## src/rtl/pwm_tx_pkg.sv

```systemverilog
// Shared types for the pause-width coded frame transmitter.
package pwm_tx_pkg;

    // Frame sequencer states.
    typedef enum logic [1:0] {
        TX_IDLE  = 2'd0,   // carrier on, waiting for a start request
        TX_GAP   = 2'd1,   // carrier off at the head of a bit
        TX_MARK  = 2'd2,   // carrier on for the rest of a bit
        TX_CLOSE = 2'd3    // lone carrier-off gap that ends the frame
    } tx_state_t;

endpackage

```

## src/rtl/pwm_tick_timer.sv

```systemverilog
// Tick timer shared by all phases of a frame.
// Counts qualified ticks up from zero and saturates at its top value.
// Assumes: clear_i has priority over tick_i. The count after a clear is zero.
module pwm_tick_timer #(
    parameter int TW = 8
) (
    input  logic          clk,
    input  logic          rst_n,
    input  logic          clear_i,
    input  logic          tick_i,
    output logic [TW-1:0] count_o
);
    localparam logic [TW-1:0] TOP = {TW{1'b1}};

    // Count ticks since the last clear; saturate instead of wrapping.
    always_ff @(posedge clk) begin
        if (!rst_n) begin
            count_o <= '0;
        end else if (clear_i) begin
            count_o <= '0;
        end else if (tick_i && (count_o != TOP)) begin
            count_o <= count_o + 1'b1;
        end
    end

endmodule

```

## src/rtl/pwm_bit_shifter.sv

```systemverilog
// Holds the frame's data bits and the number of bits still to send.
// Shifts right by one per completed bit, so the least significant bit goes first.
// Assumes: MAX_BITS >= 2. A requested length above MAX_BITS is clamped.
module pwm_bit_shifter #(
    parameter int MAX_BITS = 32,
    parameter int CNT_W    = $clog2(MAX_BITS + 1)
) (
    input  logic                clk,
    input  logic                rst_n,
    input  logic                load_i,
    input  logic                shift_i,
    input  logic [MAX_BITS-1:0] data_i,
    input  logic [CNT_W-1:0]    len_i,
    output logic                next_bit_o,
    output logic                last_bit_o,
    output logic [CNT_W-1:0]    left_o
);
    localparam logic [CNT_W-1:0] LEN_MAX = CNT_W'(MAX_BITS);

    logic [MAX_BITS-1:0] sreg;
    logic [MAX_BITS-1:0] sreg_shr;
    logic [CNT_W-1:0]    len_clamped;

    // Clamp the requested length to the register size.
    always_comb begin
        len_clamped = (len_i > LEN_MAX) ? LEN_MAX : len_i;
    end

    // Next bit to send once the current one is finished.
    always_comb begin
        sreg_shr   = sreg >> 1;
        next_bit_o = sreg_shr[0];
        last_bit_o = (left_o == CNT_W'(1));
    end

    // Load a new frame, or drop one finished bit.
    always_ff @(posedge clk) begin
        if (!rst_n) begin
            sreg   <= '0;
            left_o <= '0;
        end else if (load_i) begin
            sreg   <= data_i;
            left_o <= len_clamped;
        end else if (shift_i && (left_o != '0)) begin
            sreg   <= sreg_shr;
            left_o <= left_o - 1'b1;
        end
    end

    AST_LEFT_IN_RANGE: assert property (@(posedge clk) disable iff (!rst_n)
        left_o <= LEN_MAX) else $error("bits left above maximum");

endmodule

```

## src/rtl/pwm_tx_fsm.sv

```systemverilog
// Frame sequencer: steps through gap, mark and closing-gap phases.
// Drives the carrier, the keystream strobe, the done pulse and the timer clear.
// Assumes: the keystream source updates its bit within one cycle of a strobe.
// The timer counts qualified ticks and is cleared on clear_o.
module pwm_tx_fsm
    import pwm_tx_pkg::*;
#(
    parameter int TW         = 8,
    parameter int GAP_TICKS  = 30,
    parameter int ONE_TICKS  = 150,
    parameter int ZERO_TICKS = 90
) (
    input  logic          clk,
    input  logic          rst_n,
    input  logic          start_i,
    input  logic          len_zero_i,
    input  logic          first_bit_i,
    input  logic          next_bit_i,
    input  logic          last_bit_i,
    input  logic          tick_i,
    input  logic          ks_bit_i,
    input  logic [TW-1:0] count_i,
    output logic          carrier_o,
    output logic          advance_o,
    output logic          done_o,
    output logic          load_o,
    output logic          shift_o,
    output logic          clear_o
);
    localparam logic [TW-1:0] GAP_LAST  = TW'(GAP_TICKS - 1);
    localparam logic [TW-1:0] ONE_LAST  = TW'(ONE_TICKS - 1);
    localparam logic [TW-1:0] ZERO_LAST = TW'(ZERO_TICKS - 1);

    tx_state_t     st;
    logic          coded;
    logic          gap_end;
    logic          mark_end;
    logic          close_end;
    logic [TW-1:0] mark_last;

    // Phase-end detection from the shared timer.
    always_comb begin
        mark_last = coded ? ONE_LAST : ZERO_LAST;
        gap_end   = tick_i && (count_i == GAP_LAST);
        mark_end  = tick_i && (count_i == mark_last) && (st == TX_MARK);
        close_end = gap_end && (st == TX_CLOSE);
    end

    // Strobes to the shifter and the timer.
    always_comb begin
        load_o  = (st == TX_IDLE) && start_i;
        shift_o = mark_end;
        clear_o = load_o || mark_end || close_end;
    end

    // State, carrier level and one-cycle strobes.
    always_ff @(posedge clk) begin
        if (!rst_n) begin
            st        <= TX_IDLE;
            carrier_o <= 1'b1;
            advance_o <= 1'b0;
            done_o    <= 1'b0;
            coded     <= 1'b0;
        end else begin
            advance_o <= 1'b0;
            done_o    <= 1'b0;
            case (st)
                TX_IDLE: begin
                    if (start_i) begin
                        carrier_o <= 1'b0;
                        if (len_zero_i) begin
                            st <= TX_CLOSE;
                        end else begin
                            st    <= TX_GAP;
                            coded <= first_bit_i ^ ks_bit_i;
                        end
                    end
                end
                TX_GAP: begin
                    if (gap_end) begin
                        carrier_o <= 1'b1;
                        advance_o <= 1'b1;
                        st        <= TX_MARK;
                    end
                end
                TX_MARK: begin
                    if (mark_end) begin
                        carrier_o <= 1'b0;
                        if (last_bit_i) begin
                            st <= TX_CLOSE;
                        end else begin
                            st    <= TX_GAP;
                            coded <= next_bit_i ^ ks_bit_i;
                        end
                    end
                end
                TX_CLOSE: begin
                    if (gap_end) begin
                        carrier_o <= 1'b1;
                        done_o    <= 1'b1;
                        st        <= TX_IDLE;
                    end
                end
                default: st <= TX_IDLE;
            endcase
        end
    end

    AST_GAP_WIDTH: assert property (@(posedge clk) disable iff (!rst_n)
        $rose(carrier_o) |-> $past(count_i) == GAP_LAST) else $error("gap width wrong");

    AST_BIT_WIDTH: assert property (@(posedge clk) disable iff (!rst_n)
        ($fell(carrier_o) && $past(st) == TX_MARK) |->
        ($past(count_i) == ONE_LAST || $past(count_i) == ZERO_LAST)) else $error("bit width wrong");

    AST_IDLE_CARRIER: assert property (@(posedge clk) disable iff (!rst_n)
        (st == TX_IDLE) |-> carrier_o) else $error("carrier off while idle");

    AST_FROZEN: assert property (@(posedge clk) disable iff (!rst_n)
        (!tick_i && st != TX_IDLE) |=> $stable(carrier_o)) else $error("carrier moved without tick");

    AST_TIMER_RESTART: assert property (@(posedge clk) disable iff (!rst_n)
        done_o |-> count_i == '0) else $error("timer not restarted");

endmodule

```

## src/rtl/pwm_frame_tx.sv

```systemverilog
// Top of the pause-width coded frame transmitter.
// Ties the tick timer, the bit shifter and the sequencer together.
// Assumes: ONE_TICKS and ZERO_TICKS are both larger than GAP_TICKS, and MAX_BITS >= 2.
module pwm_frame_tx #(
    parameter int MAX_BITS   = 32,
    parameter int GAP_TICKS  = 30,
    parameter int ONE_TICKS  = 150,
    parameter int ZERO_TICKS = 90,
    parameter int CNT_W      = $clog2(MAX_BITS + 1)
) (
    input  logic                clk,
    input  logic                rst_n,
    input  logic                start_i,
    input  logic [MAX_BITS-1:0] frame_data_i,
    input  logic [CNT_W-1:0]    frame_len_i,
    input  logic                tick_en_i,
    input  logic                keystream_bit_i,
    output logic                keystream_advance_o,
    output logic                carrier_o,
    output logic                done_o
);
    localparam int LONGEST = (ONE_TICKS > ZERO_TICKS) ? ONE_TICKS : ZERO_TICKS;
    localparam int TW      = $clog2(LONGEST + 1);

    logic          load;
    logic          shift;
    logic          clear;
    logic          next_bit;
    logic          last_bit;
    logic          len_zero;
    logic [CNT_W-1:0] left;
    logic [TW-1:0] count;

    // Zero-length request goes straight to the closing gap.
    always_comb begin
        len_zero = (frame_len_i == '0);
    end

    pwm_tick_timer #(.TW(TW)) u_timer (
        .clk     (clk),
        .rst_n   (rst_n),
        .clear_i (clear),
        .tick_i  (tick_en_i),
        .count_o (count)
    );

    pwm_bit_shifter #(.MAX_BITS(MAX_BITS), .CNT_W(CNT_W)) u_shift (
        .clk        (clk),
        .rst_n      (rst_n),
        .load_i     (load),
        .shift_i    (shift),
        .data_i     (frame_data_i),
        .len_i      (frame_len_i),
        .next_bit_o (next_bit),
        .last_bit_o (last_bit),
        .left_o     (left)
    );

    pwm_tx_fsm #(
        .TW         (TW),
        .GAP_TICKS  (GAP_TICKS),
        .ONE_TICKS  (ONE_TICKS),
        .ZERO_TICKS (ZERO_TICKS)
    ) u_fsm (
        .clk         (clk),
        .rst_n       (rst_n),
        .start_i     (start_i),
        .len_zero_i  (len_zero),
        .first_bit_i (frame_data_i[0]),
        .next_bit_i  (next_bit),
        .last_bit_i  (last_bit),
        .tick_i      (tick_en_i),
        .ks_bit_i    (keystream_bit_i),
        .count_i     (count),
        .carrier_o   (carrier_o),
        .advance_o   (keystream_advance_o),
        .done_o      (done_o),
        .load_o      (load),
        .shift_o     (shift),
        .clear_o     (clear)
    );

    AST_ADV_ON_RISE: assert property (@(posedge clk) disable iff (!rst_n)
        keystream_advance_o |-> (carrier_o && !$past(carrier_o))) else $error("advance off rising edge");

    AST_DONE_PULSE: assert property (@(posedge clk) disable iff (!rst_n)
        done_o |=> !done_o) else $error("done longer than one cycle");

    AST_BITS_PENDING: assert property (@(posedge clk) disable iff (!rst_n)
        shift |-> left != '0) else $error("shift with no bits left");

endmodule

```

## config.mk

```make
export PLATFORM = sky130hd
export DESIGN_NAME = pwm_frame_tx
export DESIGN_NICKNAME = d
export VERILOG_FILES = /design/src/rtl/pwm_tx_pkg.sv /design/src/rtl/pwm_tick_timer.sv /design/src/rtl/pwm_bit_shifter.sv /design/src/rtl/pwm_tx_fsm.sv /design/src/rtl/pwm_frame_tx.sv
export SDC_FILE = /design/constraint.sdc
export NUM_CORES = 1
export LEC_CHECK = 0
export BUFFER_PORTS_ARGS = -buffer_cell sky130_fd_sc_hd__buf_4
export CAP_MARGIN = 30
export CORE_MARGIN = 3
export CORE_UTILIZATION = 30
export DETAILED_ROUTE_END_ITERATION = 7
export MAX_ROUTING_LAYER = met4
export PLACE_DENSITY_LB_ADDON = 0.08
export SYNTH_ARGS = -nofsm -noshare
export SYNTH_HDL_FRONTEND = slang
export SYNTH_SLANG_ARGS = --single-unit
```

## constraint.sdc

```tcl
create_clock -name clk -period 3.4 [get_ports clk]
set_input_delay 0.34 -clock clk [delete_from_list [all_inputs] [get_ports clk]]
set_output_delay 0.34 -clock clk [all_outputs]
set_load 0.03 [all_outputs]
```

Word level (Yosys, flattened, before mapping) --
Index checks and enable logic that the tools add are counted. Widths: inputs -> output; s select.
Storage, ports and cells: bits of input ports 43, register bits 52, output and inout bits 3, word-level logic and storage cells 72
Cells by class: $lt $le $gt $ge 1, reduce and logical (&&, ||, !) cells 21, add/sub/neg operators 2, eq/ne operators 14, mux-type cells 23, bitwise gates (word level) 3
Operators by type and width (count):
- $mux 32 | 2
- $mux 6 | 3
- $mux 2 | 6
- $add 8x1->8 const B | 1
- $eq 8x5->1 const B | 1
- $eq 8x8->1 | 1
- $mux 1 | 8
- $mux 8 | 1
- $ne 2x1->1 const B | 4
- $ne 8x8->1 const B | 1
- $pmux 2 s4 | 1
- $logic_and 1x1->1 | 7
- $eq 6x1->1 const B | 1
- $gt 6x6->1 const B | 1
- $logic_not 6->1 | 1
- $ne 2x2->1 const B | 3
- $reduce_bool 6->1 | 1
- $sub 6x1->6 const B | 1
- $reduce_and 5->1 | 1
- $eq 2x2->1 const B | 2
- $reduce_and 2->1 | 2
- $reduce_and 4->1 | 1
- $reduce_bool 2->1 | 2
- $reduce_or 2->1 | 2
- other kinds (8) | 10

Depth between registers and ports, before layout --
depth in word-level cells 7, gate-level depth with buffers 8, mapped depth without buffers 7

Hierarchy --
A second synthesis with hierarchy kept.
Unflattened totals: cell total of the unflattened synthesis 329, area total of the unflattened synthesis 2974.1 µm²
Modules (own cells, without submodules):
- pwm_bit_shifter | cells each 237, instances 1, area each 2139.6 µm², sequential area each 740.7 µm²
- pwm_tick_timer | cells each 46, instances 1, area each 421.7 µm², sequential area each 160.2 µm²
- pwm_tx_fsm | cells each 44, instances 1, area each 395.4 µm², sequential area each 120.1 µm²
- pwm_frame_tx | cells each 2, instances 1, area each 17.5 µm², sequential area each 0.0 µm²

Worst setup path after synthesis --
OpenSTA, ideal clock, no wires.
path kind register -> register, start point reg u_timer.count_o[0], end point reg u_shift.sreg[30], path slack 1.796 ns, clock period less this slack 1.604 ns, buffers on the path 1, arrival time 1.468 ns, required time 3.263 ns, cell stages (with the launch flop) 8, cell sequence dfxtp_1 -> ha_1 -> and4b_2 -> nor3b_2 -> nand3_1 -> buf_2 -> nand2_1 -> a31oi_1
Between the ends: longest elaborated chain between the ends 5
RTL lines:
- from (decl) | RTL line pwm_tick_timer.sv:11 | output logic [TW-1:0] count_o
- from (signal assigned) | RTL line pwm_tick_timer.sv:22 | count_o <= count_o + 1'b1;
- $eq 8x8->1 | RTL line pwm_tx_fsm.sv:45 | mark_end = tick_i && (count_i == mark_last) && (st == TX_MARK);
- $logic_and 1x1->1 (2 in a row) | RTL line pwm_tx_fsm.sv:45
- $logic_and 1x1->1 | RTL line pwm_bit_shifter.sv:44 | end else if (shift_i && (left_o != '0)) begin
- $reduce_bool 2->1 (no line)
- to (signal assigned) | RTL line pwm_bit_shifter.sv:42 | sreg <= data_i;
- to (signal assigned) | RTL line pwm_bit_shifter.sv:45 | sreg <= sreg_shr;
- to (decl) | RTL line pwm_bit_shifter.sv:20 | logic [MAX_BITS-1:0] sreg;
No other way between the ends. A chain may end at the register's enable or synchronous reset.

Worst setup path in the final report --
start point reg u_timer.count_o[0], end point reg u_shift.left_o[1]
Between the ends: longest elaborated chain between the ends 5
RTL lines:
- $eq 8x8->1 | RTL line pwm_tx_fsm.sv:45
- $logic_and 1x1->1 (2 in a row) | RTL line pwm_tx_fsm.sv:45
- $logic_and 1x1->1 | RTL line pwm_bit_shifter.sv:44
- $reduce_bool 2->1 (no line)
- to (signal assigned) | RTL line pwm_bit_shifter.sv:43 | left_o <= len_clamped;
- to (signal assigned) | RTL line pwm_bit_shifter.sv:46 | left_o <= left_o - 1'b1;
- to (decl) | RTL line pwm_bit_shifter.sv:16 | output logic [CNT_W-1:0] left_o
No other way between the ends.

==> metrics <==
vias in the first global route approximately 2100; CTS tree done; root buffer cell clkbuf_8; gr ovfl total 0; fmax just under 500 MHz; routability congestion estimate from global placement roughly 0.80; Worst path slowest cell nor2_4; layout cells sized above 1 roughly 18%; clk slew on worst S/H paths 90 ps; Initial Util roughly a third; DPL Wire Length 3.999 mm; initial antenna violation count 0; All-Layer GR Usage between 10% and 20%; syn avg cell area 7.973 um2; post-route setup slack 1334 ps; Post-Route Utilization a little under two fifths; die height slightly below 100 um; DR WL/cell between 10 and 15 um; total I/O pin count 46; Static Leak 0.001077 uW; Setup-failing EPs final 0; post-CTS setup buffer count 0; Setup crit end kind flip-flop; count of flip-flops with a built-in enable after synthesis 0; wirelength, routed between 5 and 6 mm; clock sink total 51; PostCTS Resize Cnt 0; critical path type reg -> reg; Synth top area share about two fifths; core area slightly below 8000 um2; first-pass GRT wire length around 10 mm; Max Slew Vio Count 0; drt first pass iters 4; RSZ-0062 raised after global routing false; top cells by count, synth nand2_1 (75), dfxtp_1 (51), o21ai_0 (36); worst slew pin tran a little over 700 ps; outcome completed; Period Utilization, post-route 60.77%; CP Launch Type flip-flop; Net count, final just under 400; worst slack at placement around 1300 ps; sequential area share after synthesis 40.78%; Critical Path AT between 2000 and 2500 ps; top-count cell post-synth nand2_1; via count between 2000 and 2500; Worst path max stage delay roughly 620 ps; Inserted Diodes 0; peak supply drop between 0.15 and 0.2 mV; DRT antenna net count 0; largest net degree at the start of global routing 51; Yosys top cell by area dfxtp_1; Post-Syn Area between 2000 and 3000 um2; max_cap viols 0; PwrDens slightly below 400 nW/um2; CP Buf/Inv Count 0; Synth warnings 0; Layout area overhead 18.39%; htree depth 2; FFs w/ async S/R, synth 0%; Initial DRC Count 85; cts hold-fix bufs 0; CP top delay family simple AND/OR/NAND/NOR gates; WP data required ~3600 ps; Slew Limit Headroom roughly half; cell row count 32; Hold Path Class in -> reg; final setup TNS 0 ps; crit path max fanout 32; fill count around 850; die width just under 100 um; Vias/cell just under 5; Gate Count Post-Synth ~310; Die Area approximately 9500 um2; Hold Fails Final Rpt 0; worst-path cell chain ha_1, and4b_2, nand4b_4, nor2_4, or3_1, o311ai_1; clk_lat worst skew about 300 ps; net count after synthesis about 360; PortBufs between 40 and 50; Final min period roughly 2100 ps; Clock Tree Buf Depth 2; Synth area leaders dfxtp_1 (41%), nand2_1 (11%), a31oi_1 (7.7%), o21ai_0 (7.2%), ha_1 (2.5%); Clock Skew between 9 and 10 ps; Num CTS Buffers 5; post-synthesis cell type count 45; synthesis-stage register bit count around 50; DRC 0; top_reg_cell synth dfxtp_1
==> registers in the layout, indices dropped and copies added (netlist names) <==
signal	flops
u_fsm.advance_o	1
u_fsm.carrier_o	1
u_fsm.coded	1
u_fsm.done_o	1
u_fsm.st	2
u_shift.left_o	6
u_shift.sreg	31
u_timer.count_o	8
==> through the flow <==
| stage | hold WS [ps] | instance area, um2 | total power [uW] | cells |
|---|---|---|---|---|
| 2_1_floorplan | 447.3 | 2504 | 769.1 | 314 |
| 3_3_place_gp | 460.2 | 2882 | 836.3 | 444 |
| 3_5_place_dp | 461.3 | 2882 | 836.0 | 444 |
| 4_1_cts | 287.9 | 2964 | 1182 | 451 |
| 5_1_grt | 304.6 | 2964 | 1232 | 451 |
| 6_report | 298.6 | 2964 | 1164 | 451 |
==> per-layer routing <==
metal / global-route usage (%) / routed length [um] / up-vias
li1: - / - / 1171
met1: 17.04 / 2981 / 1034
met2: 20.33 / 2739 / 32
met3: 2.369 / 138 / 4
met4: 3.195 / 44 / 0
met5: - / 0 / -
==> layout make-up <==
cell class	count	area [um2]	share of cell area, %
flip-flops and latches	51	1021	34.44
clock inverters	2	13.76	0.4643
repair buffers	47	352.8	11.90
clock buffers	5	68.82	2.322
multi-input cells	238	1358	45.80
well taps	102	127.6	4.306
inverters	6	22.52	0.7598
==> logic make-up (layout without fill, tap and decap cells) <==
| logic type | after synthesis | after routing | share of synthesized area, % |
|---|---|---|---|
| buf+inv | 25 | 60 | 5.097 |
| compound gates | 89 | 89 | 21.09 |
| simple gates | 133 | 133 | 26.59 |
| flops | 51 | 51 | 40.78 |
| fa+ha+maj | 5 | 5 | 2.499 |
| xor+xnor | 9 | 9 | 3.149 |
| mux | 2 | 2 | 0.7996 |
==> where the power goes <==
group / internal, uW / switching (uW)
clock: 141 / 201
sequential: 638 / 26.3
combinational: 75.5 / 80.6
==> worst register-to-register path, delay by kind of cell (launching register included) <==
kind	cells	cell delay, ps
DFF	1	410
AOI/OAI and AO/OA	1	90
adders and majority gates	1	160
and+or+nand+nor	4	1280
==> final timing paths <==
path,start,to,slack (ps),depth (start not counted)
max,u_timer.count_o[0]$_SDFFE_PP0P_,u_shift.left_o[1]$_SDFFE_PN0P_,1330,6
min,tick_en_i,u_timer.count_o[1]$_SDFFE_PP0P_,300,2
max reg2reg,u_timer.count_o[0]$_SDFFE_PP0P_,u_shift.left_o[1]$_SDFFE_PN0P_,1330,6
min reg2reg,u_shift.sreg[28]$_SDFFE_PN0P_,u_shift.sreg[27]$_SDFFE_PN0P_,470,2
==> cells in the final DEF, fill, tap and decap left out, types with 2 or more instances in the layout <==
cell type | netlist | routed
o21ai_0 | 36 | 36
clkbuf_8 | 0 | 5
a31oi_1 | 31 | 31
xnor2_1 | 6 | 6
nor2b_1 | 4 | 4
nor2_1 | 14 | 14
mux2i_1 | 2 | 2
nor3_1 | 5 | 5
and3_1 | 2 | 2
ha_1 | 5 | 5
a21oi_1 | 10 | 10
xor2_1 | 3 | 3
nand3_1 | 8 | 8
dfxtp_1 | 51 | 51
a211oi_1 | 2 | 2
or3_1 | 3 | 3
nand2_1 | 75 | 74
nor3b_1 | 3 | 3
inv_1 | 6 | 6
a21boi_0 | 2 | 2
nand4_1 | 4 | 4
buf_4 | 0 | 47
o21a_1 | 2 | 2
and2_1 | 2 | 2
(Power assumes the default switching activity.)
